**src/rtl/psign_pkg.sv**
```systemverilog
package psign_pkg;
  localparam int NCH = 3;

  // status word position of each channel
  function automatic int stat_bit(input int ch);
    case (ch)
      0:       return 9;
      1:       return 13;
      default: return 18;
    endcase
  endfunction

  // sign word position of each channel
  function automatic int sign_bit(input int ch);
    case (ch)
      0:       return 3;
      1:       return 7;
      default: return 8;
    endcase
  endfunction
endpackage

```
**src/rtl/psign_track.sv**
```systemverilog
// One channel: detects the pulse falling edge, captures the sign and
// reports a reversal against the previously captured sign.
module psign_track (
  input  logic clk,
  input  logic rst,
  input  logic pulse_i,
  input  logic sign_i,
  output logic fall_o,
  output logic chg_o,
  output logic sign_q_o
);
  logic pulse_d;
  logic sign_q;
  logic seen_q;

  assign fall_o   = pulse_d & ~pulse_i;
  assign chg_o    = fall_o & seen_q & (sign_q ^ sign_i);
  assign sign_q_o = sign_q;

  always_ff @(posedge clk) begin
    if (rst) begin
      pulse_d <= 1'b0;
      sign_q  <= 1'b0;
      seen_q  <= 1'b0;
    end else begin
      pulse_d <= pulse_i;
      if (fall_o) begin
        sign_q <= sign_i;
        seen_q <= 1'b1;
      end
    end
  end
endmodule

```
**src/rtl/psign_regs.sv**
```systemverilog
// Status (set on reversal, write-one-to-clear), mask and interrupt pin.
module psign_regs #(
  parameter int W = 32
) (
  input  logic                      clk,
  input  logic                      rst,
  input  logic [psign_pkg::NCH-1:0] chg_i,
  input  logic                      wr_en,
  input  logic                      wr_sel,
  input  logic [W-1:0]              wr_data,
  output logic [W-1:0]              status_o,
  output logic [W-1:0]              mask_o,
  output logic                      irq_n_o
);
  import psign_pkg::*;

  logic [NCH-1:0] stat_q, stat_nxt;
  logic [NCH-1:0] mask_q, mask_nxt;
  logic           irq_q;

  for (genvar c = 0; c < NCH; c++) begin : g_ch
    localparam int SP = stat_bit(c);
    always_comb begin
      stat_nxt[c] = stat_q[c];
      if (wr_en && wr_sel && wr_data[SP]) stat_nxt[c] = 1'b0;
      if (chg_i[c])                       stat_nxt[c] = 1'b1;
      mask_nxt[c] = (wr_en && !wr_sel) ? wr_data[SP] : mask_q[c];
    end
  end

  always_ff @(posedge clk) begin
    if (rst) begin
      stat_q <= '0;
      mask_q <= '0;
      irq_q  <= 1'b1;
    end else begin
      stat_q <= stat_nxt;
      mask_q <= mask_nxt;
      irq_q  <= ~|(stat_nxt & mask_nxt);
    end
  end

  always_comb begin
    status_o = '0;
    mask_o   = '0;
    for (int c = 0; c < NCH; c++) begin
      status_o[stat_bit(c)] = stat_q[c];
      mask_o[stat_bit(c)]   = mask_q[c];
    end
  end

  assign irq_n_o = irq_q;
endmodule

```
**src/rtl/psign_irq.sv**
```systemverilog
module psign_irq #(
  parameter int W = 32
) (
  input  logic                      clk,
  input  logic                      rst,
  input  logic [psign_pkg::NCH-1:0] pulse_i,
  input  logic [psign_pkg::NCH-1:0] sign_i,
  input  logic                      wr_en,
  input  logic                      wr_sel,
  input  logic [W-1:0]              wr_data,
  output logic [W-1:0]              status_o,
  output logic [W-1:0]              sign_o,
  output logic [W-1:0]              mask_o,
  output logic                      irq_n_o
);
  import psign_pkg::*;

  logic [NCH-1:0] fall, chg, sgn;

  for (genvar c = 0; c < NCH; c++) begin : g_trk
    psign_track u_trk (
      .clk      (clk),
      .rst      (rst),
      .pulse_i  (pulse_i[c]),
      .sign_i   (sign_i[c]),
      .fall_o   (fall[c]),
      .chg_o    (chg[c]),
      .sign_q_o (sgn[c])
    );
  end

  always_comb begin
    sign_o = '0;
    for (int c = 0; c < NCH; c++) sign_o[sign_bit(c)] = sgn[c];
  end

  psign_regs #(.W(W)) u_regs (
    .clk      (clk),
    .rst      (rst),
    .chg_i    (chg),
    .wr_en    (wr_en),
    .wr_sel   (wr_sel),
    .wr_data  (wr_data),
    .status_o (status_o),
    .mask_o   (mask_o),
    .irq_n_o  (irq_n_o)
  );
endmodule

```
**config.mk**
```make
export PLATFORM = sky130hd
export DESIGN_NAME = psign_irq
export DESIGN_NICKNAME = d
export VERILOG_FILES = /design/src/rtl/psign_pkg.sv /design/src/rtl/psign_track.sv /design/src/rtl/psign_regs.sv /design/src/rtl/psign_irq.sv
export SDC_FILE = /design/constraint.sdc
export NUM_CORES = 1
export LEC_CHECK = 0
export ABC_AREA = 1
export BUFFER_PORTS_ARGS = -buffer_cell sky130_fd_sc_hd__buf_4
export CAP_MARGIN = 40
export CORE_MARGIN = 3
export CORE_UTILIZATION = 38
export CTS_BUF_LIST = sky130_fd_sc_hd__clkbuf_16
export DETAILED_ROUTE_END_ITERATION = 10
export GPL_ROUTABILITY_DRIVEN = 0
export MAX_ROUTING_LAYER = met4
export PLACE_DENSITY_LB_ADDON = 0.2
export SETUP_SLACK_MARGIN = 0.05
export SLEW_MARGIN = 10
export SYNTH_ARGS = -nofsm -noshare
export SYNTH_HDL_FRONTEND = slang
export SYNTH_SLANG_ARGS = --single-unit
export TNS_END_PERCENT = 10
```
**constraint.sdc**
```tcl
create_clock -name clk -period 1.4 [get_ports clk]
set_input_delay 0.28 -clock clk [delete_from_list [all_inputs] [get_ports clk]]
set_output_delay 0.28 -clock clk [all_outputs]
set_load 0.005 [all_outputs]
```
* Yosys cells after proc, flatten, opt, wreduce, memory -nomap -nowiden
Index checks and enable logic that the tools add are counted.
** Word-level totals
- Bits in registers :: 16
- Bits in latches :: 0
- Memory bits (writable) :: 0
- Memory bits (read-only) :: 0
- Input bits :: 42
- Memories :: 0
** Cells by class
- Add/subtract/negate cells :: 0
- $mul :: 0
- Div/mod/pow operators :: 0
- Order comparisons :: 0
- Equality and inequality tests :: 0
- Shift-type cells :: 0
- Multiplexer cells :: 9
- Bitwise logic cells :: 16
- Reductions and logical operators :: 8
** Operators with widths (count)
- AND 1 bit :: 9
- 2-to-1 mux 1 bit :: 9
- logical AND 1 bit :: 5
- AND 3 bit :: 1
- inverter 1 bit :: 3
- OR reduction 3 bit :: 1
- bitwise XOR 1 bit :: 3
- zero test 1 bit :: 2

* Longest topological paths before layout
Gate-level depths: netlist of the first run.
- Word-level depth :: 8
- Gate-level depth with buffers :: 8
- Mapped depth without buffers :: 8

* Modules after synthesis
Synthesis of the first run repeated with hierarchy kept, for this count alone.
** Unflattened totals
- Cell total of the unflattened synthesis :: 185
- Area total of the unflattened synthesis :: 1348.8 sq um
** Modules (own cells, without submodules)
- psign_regs :: instances 1, cells each 101, area each 729.4 sq um, sequential area each 140.1 sq um
- psign_track :: instances 3, cells each 18, area each 132.6 sq um, sequential area each 60.1 sq um
- psign_irq :: instances 1, cells each 30, area each 221.5 sq um, sequential area each 0.0 sq um

* Worst setup path before layout of the first run
OpenSTA, ideal clock, no wires.
- Kind :: reg2reg
- Start :: register g_trk[0].u_trk.sign_q
- End :: register u_regs.irq_q (netlist: u_regs.irq_n_o)
- Arrival time :: 0.734 ns
- Required time :: 1.287 ns
- Path slack :: 0.553 ns
- Stages on the path, launching flop included :: 9
- Path through :: dfxtp_1 > nand2_1 > inv_2 > nor2_1 > nand2_1 > nand2_1 > nand2_1 > nand3_1 > nand2_1
** On the way
- Longest elaborated chain between the ends :: 6
** Ends and longest elaborated chain
- start: declaration :: RTL line psign_track.sv:13 : logic sign_q;
- start signal: assignment :: RTL line psign_track.sv:28 : sign_q <= sign_i;
- bitwise XOR 1 bit :: RTL line psign_track.sv:17 : assign chg_o = fall_o & seen_q & (sign_q ^ sign_i);
- AND 1 bit :: RTL line psign_track.sv:17
- 2-to-1 mux 1 bit :: RTL line psign_regs.sv:26 : if (chg_i[c]) stat_nxt[c] = 1'b1;
- AND 3 bit :: RTL line psign_regs.sv:39 : irq_q <= ~|(stat_nxt & mask_nxt);
- OR reduction 3 bit :: RTL line psign_regs.sv:39
- zero test 1 bit :: RTL line psign_regs.sv:39
- end signal: assignment :: RTL line psign_regs.sv:39
- end: declaration :: RTL line psign_regs.sv:19 : logic irq_q;
No other way between the ends.
A chain may end at the register's enable or synchronous reset.

* Worst setup path after layout of the first run
- Start :: register g_trk[1].u_trk.sign_q
- End :: output port sign_o[7]
** RTL lines
- start: declaration :: RTL line psign_track.sv:13
- start signal: assignment :: RTL line psign_track.sv:28
- end: declaration :: RTL line psign_irq.sv:12 : output logic [W-1:0] sign_o,
No word-level cell between the ends.

==> run_results.csv, run 1 <==
group,metric,value,unit
grt,grt_overflow,0,
die,floorplan.initialDensity,41.4,%
routing,avgViaCountPerCell,3.32,
layout,fillers,350,
pwr,p_sw_share,23.6,%
pwr,seq_power_share,41.0,%
logic_synthesis,synth_top_flop_cell,"dfxtp_1",
die,dieArea,4200,µm²
critical_path,end_kind,"primary output",
routing,dr_total_vias,821,
layout,final_cells,247,
pwr,pwr_density_cell,937,nW/µm²
run_status,status,"completed",
grt,grtUsageTotal,8.03,%
clocking,cts_tree,"done",
grt,grt_max_degree,16,
critical_path,path_delay_family,"flip-flops",
routing,dr.first_iter.drc_count,12,
logic_synthesis,netlist_instances,183,
flow_run,cap_viol_max_count,0,
timing,fmax,0.991,GHz
critical_path,path_cells,"buf_4",
clocking,ctsHoldBuffers,0,
clocking,cts.sinks,16,
die,ios,139,
pwr,p_switching,277,µW
place,dp_hpwl,1570,µm
routing,wl,1840,µm
critical_path,critPathMaxStageDelay,0.36,ns
die,die_w,64.8,µm
critical_path,cp-start-kind,"register",
logic_synthesis,synth.yosys.seq_area_share,24.4,%
logic_synthesis,synth_edf_count,0,
timing,hold_viol_final,0,
pwr,power.leakage,0.721,nW
clocking,cts_setup_buffers,0,
layout,multi_input_area,569,µm²
clocking,clock_path_buffers,2,
timing,hold_ws,0.244,ns
place,dp.cells,244,
die,dieHeight,64.8,µm
logic_synthesis,synth_area,1320,µm²
routing,first_pass_iters,4,
layout,drive_above_1_share,15.8,%
timing,drv_slew,0,
layout,nets,247,
routing,routedWlPerCell,7.45,µm
critical_path,required,1.12,ns
timing,fin_crit_sh,72.1,%
timing,skew,0.00303,ns
die,core.rowCount,20,
clocking,ctsResizeCount,0,
layout,ff_latch_area,320,µm²
critical_path,crit_slowest_cell,"dfxtp_1",
clocking,path_clk_slew,0.05,ns
timing,final-setup-viol-count,0,
routing,ant_nets,0,
grt,grt_pass1_wl,2670,µm
pwr,p_comb_share,13.2,%
place,portBuffers,22,
critical_path,cp.arrival,0.73,ns
timing,rsz0062_at_grt,"false",
logic_synthesis,synth_area_per_cell,7.19,µm²
grt,antenna_found_initial,0,
clocking,htree_levels,1,
critical_path,crit_type,"reg2out",
pwr,clkPwrFrac,45.8,%
logic_synthesis,ys_ff_latch,16,
logic_synthesis,synth-async-reset-ratio,0,%
logic_synthesis,synth_cell_types,14,
clocking,root_buffer,"clkbuf_16",
timing,tns,0,ns
min_path,hold_class,"in2reg",
pwr,internal_power,897,µW
layout,n_antenna_cell,0,
clocking,cts_buffers,3,
grt,grt_pass1_vias,640,
logic_synthesis,synth_warnings,0,
critical_path,critPathMaxFanout,4,
layout,area_growth,-4.76,%
critical_path,worst-path-buf-inv,1,
die,core_area,3180,µm²
clocking,clk_latency,0.24,ns
pwr,peakVddDrop,0.000553,V
routing,drt_drc_violations_left,0,
timing,fin_crit,1.01,ns
## final timing paths
| kind | start | end | slack [ns] | cells past startpoint |
|---|---|---|---|---|
| max | g_trk[1].u_trk.sign_q_o | sign_o[7] | 0.39 | 1 |
| min | pulse_i[2] | g_trk[2].u_trk.pulse_d | 0.24 | 3 |
| max reg2reg | g_trk[0].u_trk.sign_q_o | u_regs.irq_n_o | 0.45 | 8 |
| min reg2reg | g_trk[2].u_trk.seen_q | g_trk[2].u_trk.seen_q | 0.45 | 2 |
## cells by family after synthesis
logic type             share of synthesized area, %
other                                         0.285
DFF                                            24.4
buffers and inverters                          56.9
and+or+nand+nor                                12.4
AOI/OAI and AO/OA                              6.09
## cells in the final DEF, fill, tap and decap left out, drive strengths merged
master  instances
nand3           3
dfxtp          16
conb           87
clkbuf          3
inv            16
buf            22
clkinv          2
nor2           13
a21oi           9
o21ai           7
nand2          25
## metal layers
metal	up-vias	wire length (µm)	global-route usage, %
met1	342	628	8.52
met2	63	938	14.6
met5	-	0	-
li1	416	-	-
met4	0	0	0.792
met3	0	274	3.12
## per-stage QoR
step | cell area, µm² | power [mW] | util [%] | worst slack, ns
3_5_place_dp | 1180 | 0.640 | 37.0 | 0.329
6_report | 1250 | 1.17 | 39.4 | 0.391
5_1_grt | 1250 | 1.24 | 39.4 | 0.337
2_1_floorplan | 1640 | 0.768 | - | 0.553
3_3_place_gp | 1180 | 0.640 | 37.0 | 0.337
4_1_cts | 1250 | 1.19 | 39.4 | 0.377
## cells in the mapped netlist, types with 2 or more instances
cell | count | share of area, %
nand2_2 | 2 | 0.95
dfxtp_1 | 16 | 24
inv_1 | 11 | 3.1
o21ai_1 | 6 | 2.3
nand3_1 | 3 | 1.1
nand2_1 | 23 | 6.6
inv_2 | 5 | 1.4
nor2_1 | 13 | 3.7
a21oi_1 | 9 | 3.4
clkinv_1 | 2 | 0.57
buf_4 | 90 | 51
## layout make-up
cell class,count,area share (%)
multi-input combinational,144,45.5
inverter,18,5.39
clock buffer,3,5.99
timing repair buffer,22,13.2
tap,44,4.40
sequential,16,25.6
## registers in the layout, summed over array words and instances, names as in the netlist
signal	cells
u_regs.stat_q	3
u_regs.irq_n_o	1
g_trk.u_trk.pulse_d	3
g_trk.u_trk.seen_q	3
g_trk.u_trk.sign_q_o	3
u_regs.mask_q	3
## power groups by stage
stage	Clock (mW)	Combinational (mW)	Sequential [mW]
floorplan	0	0.278	0.490
detailed placement	0	0.149	0.490
CTS	0.557	0.150	0.481
global placement	0	0.150	0.490
finish	0.538	0.155	0.481
global route	0.571	0.183	0.484
Note: power is estimated with default switching activity, not from simulation.
==> run 2, diff against run 1 <==
--- a/config.mk
+++ b/config.mk
@@ -9,7 +9,7 @@
 export BUFFER_PORTS_ARGS = -buffer_cell sky130_fd_sc_hd__buf_4
 export CAP_MARGIN = 40
 export CORE_MARGIN = 3
-export CORE_UTILIZATION = 38
+export CORE_UTILIZATION = 32
 export CTS_BUF_LIST = sky130_fd_sc_hd__clkbuf_16
 export DETAILED_ROUTE_END_ITERATION = 10
 export GPL_ROUTABILITY_DRIVEN = 0
==> constraint.sdc (replaced) <==
create_clock -name clk -period 0.9 [get_ports clk]
set_input_delay 0.18 -clock clk [delete_from_list [all_inputs] [get_ports clk]]
set_output_delay 0.18 -clock clk [all_outputs]
set_load 0.005 [all_outputs]
==> run 2 against run 1 <==
The run now ends with negative setup slack left. Global-route usage is 0.40 points lower. Clock-buffer cell count stayed put. Setup slack worse by 0.48 ns. Wire length is 4.0% higher. Die area is 17% higher. Critical path depth is 1 higher. Non-clock buffer count is 7 higher. Flip-flop and latch count stayed put. Utilization is 2.6 points lower. Final area is 12% higher. Register-to-register slack worse by 0.47 ns. First-iteration DRC count is 25% lower.
==> run_results.csv, run 2 (same netlist as run 1, synthesis figures left out) <==
group,metric,value,unit
run_status,status,"finished, violations left",
run_status,failed_checks,"negative setup slack",
layout,fillers,442,
critical_path,worst-path-buf-inv,2,
routing,met2_length,957,µm
grt,grt_pass1_wl,2970,µm
timing,rsz0062_at_grt,"true",
die,dieArea,4910,µm²
routing,wl,1920,µm
place,dpl_cell_area,1230,µm²
flow_run,cap_viol_max_count,0,
critical_path,crit_type,"reg2out",
timing,fmax,1.01,GHz
timing,drv_slew,0,
timing,fin_crit,0.987,ns
layout,n_antenna_cell,0,
clocking,htree_levels,1,
clocking,path_clk_slew,0.05,ns
critical_path,path_delay_family,"flip-flops",
timing,fin_ws,-0.0872,ns
critical_path,cp-start-kind,"register",
routing,routedWlPerCell,7.39,µm
clocking,cts_setup_buffers,0,
routing,route.met3.wl,298,µm
layout,final_cell_mix,"conb_1, nand2_1, buf_4, nor2_1, buf_6",
critical_path,critPathMaxStageDelay,0.35,ns
grt,grt_max_degree,16,
pwr,power.leakage,0.782,nW
critical_path,endpoint,"sign_o[3]",
die,dieHeight,70.1,µm
layout,stdcell_area,1400,µm²
die,core_area,3800,µm²
pwr,pwr_density_cell,1350,nW/µm²
clocking,clk_latency,0.25,ns
grt,antenna_found_initial,0,
place,dp_hpwl,1620,µm
critical_path,r2r_end,"u_regs.irq_n_o",
clocking,cts.sinks,16,
layout,drive_above_1_share,26.5,%
layout,utilization,36.8,%
timing,fin_crit_sh,110,%
min_path,hold_class,"in2reg",
critical_path,rrSetupSlack,-0.02,ns
critical_path,rr_startpoint,"g_trk[1].u_trk.sign_q_o",
clocking,clock_path_buffers,2,
die,floorplan.initialDensity,34.6,%
layout,area_growth,6.28,%
routing,first_pass_iters,2,
die,ios,139,
critical_path,critPathMaxFanout,4,
timing,final-setup-viol-count,4,
critical_path,setup.worst_path.start,"g_trk[0].u_trk.sign_q_o",
die,die_w,70.1,µm
critical_path,rr_worst_depth,8,
grt,grtUsageTotal,7.63,%
place,portBuffers,22,
clocking,cts_tree,"done",
place,dp.cells,255,
timing,hold_viol_final,0,
die,core.rowCount,22,
routing,avgViaCountPerCell,3.26,
place,dpl_worst_slack,-0.0810,ns
critical_path,cp.arrival,0.81,ns
critical_path,required,0.72,ns
routing,ant_nets,0,
critical_path,crit_slowest_cell,"dfxtp_4",
critical_path,crit_top_cell,"buf_6",
routing,dr.first_iter.drc_count,9,
routing,wl_met1,641,µm
routing,top_layer_used,"met4",
clocking,root_buffer,"clkbuf_16",
pwr,peakVddDrop,0.000857,V
layout,final_common_cell,"conb_1",
grt,grt_overflow,0,
clocking,cts_buffers,3,
routing,drt_drc_violations_left,0,
critical_path,end_kind,"primary output",
timing,hold_ws,0.145,ns
critical_path,critical_path_depth,2,
critical_path,path_cells,"buf_6 -> buf_6",
layout,nets,254,
layout,final_cells,259,
clocking,ctsHoldBuffers,0,
routing,dr_total_vias,844,
timing,skew,0.00297,ns
grt,grt_pass1_vias,670,
[run 2: cell types whose count changed in the layout (fill, tap and decap cells not counted), moves of 2 or more]
| cell | delta |
|---|---|
| buf_4 | -5 |
| dfxtp_2 | +7 |
| nand2_2 | +6 |
| dfxtp_1 | -9 |
| dfxtp_4 | +2 |
| nand2_1 | -6 |
| buf_6 | +12 |
[run 2: metrics by stage]
stage / power, mW / TNS (ns)
2_1_floorplan: 1.19 / 0
4_1_cts: 1.91 / -0.259
3_5_place_dp: 1.01 / -0.0810
3_3_place_gp: 1.01 / -0.0577
6_report: 1.89 / -0.251
5_1_grt: 2.01 / -0.429
[run 2: final cells by class]
cell class	instances	area, µm²	area share (%)
clock inverter	1	3.75	0.269
inverter	18	67.6	4.83
clock buffer	3	75.1	5.37
timing repair buffer	29	263	18.8
multi-input combinational	144	592	42.3
sequential	16	337	24.1
tap	48	60.1	4.30
[run 2: power by group]
part | switching, mW | internal [mW]
combinational | 0.172 | 0.102
clock | 0.279 | 0.590
sequential | 0.0148 | 0.735
[run 2: repair_timing]
item / CTS / global route
gates resized for setup: 21 / 11
cloned: 0 / 0
pin swaps: 2 / 1
endpoints found under the setup margin: 10 / 13
[run 2: tightest hold or removal path, delay by kind of cell]
kind	cells	cell delay (ns)
buf+inv	2	0.11
simple gates	1	0.06
[run 2: worst min path at each step]
stage | start | endpoint | slack [ns] | depth (start not counted)
after floorplan | rst | g_trk[1].u_trk.seen_q | 0.25 | 1
after global placement | pulse_i[2] | g_trk[2].u_trk.pulse_d | 0.39 | 3
after detailed placement | pulse_i[2] | g_trk[2].u_trk.pulse_d | 0.40 | 3
after CTS | pulse_i[2] | g_trk[2].u_trk.pulse_d | 0.14 | 3
after global routing | pulse_i[1] | g_trk[1].u_trk.pulse_d | 0.17 | 3
final | pulse_i[2] | g_trk[2].u_trk.pulse_d | 0.15 | 3
[run 2: metal layers]
layer  vias to the layer above  track usage (%)
li1                        426                -
met1                       351             8.21
met2                        62             12.7
met3                         5             3.17
met4                         0             2.55
met5                         -                -
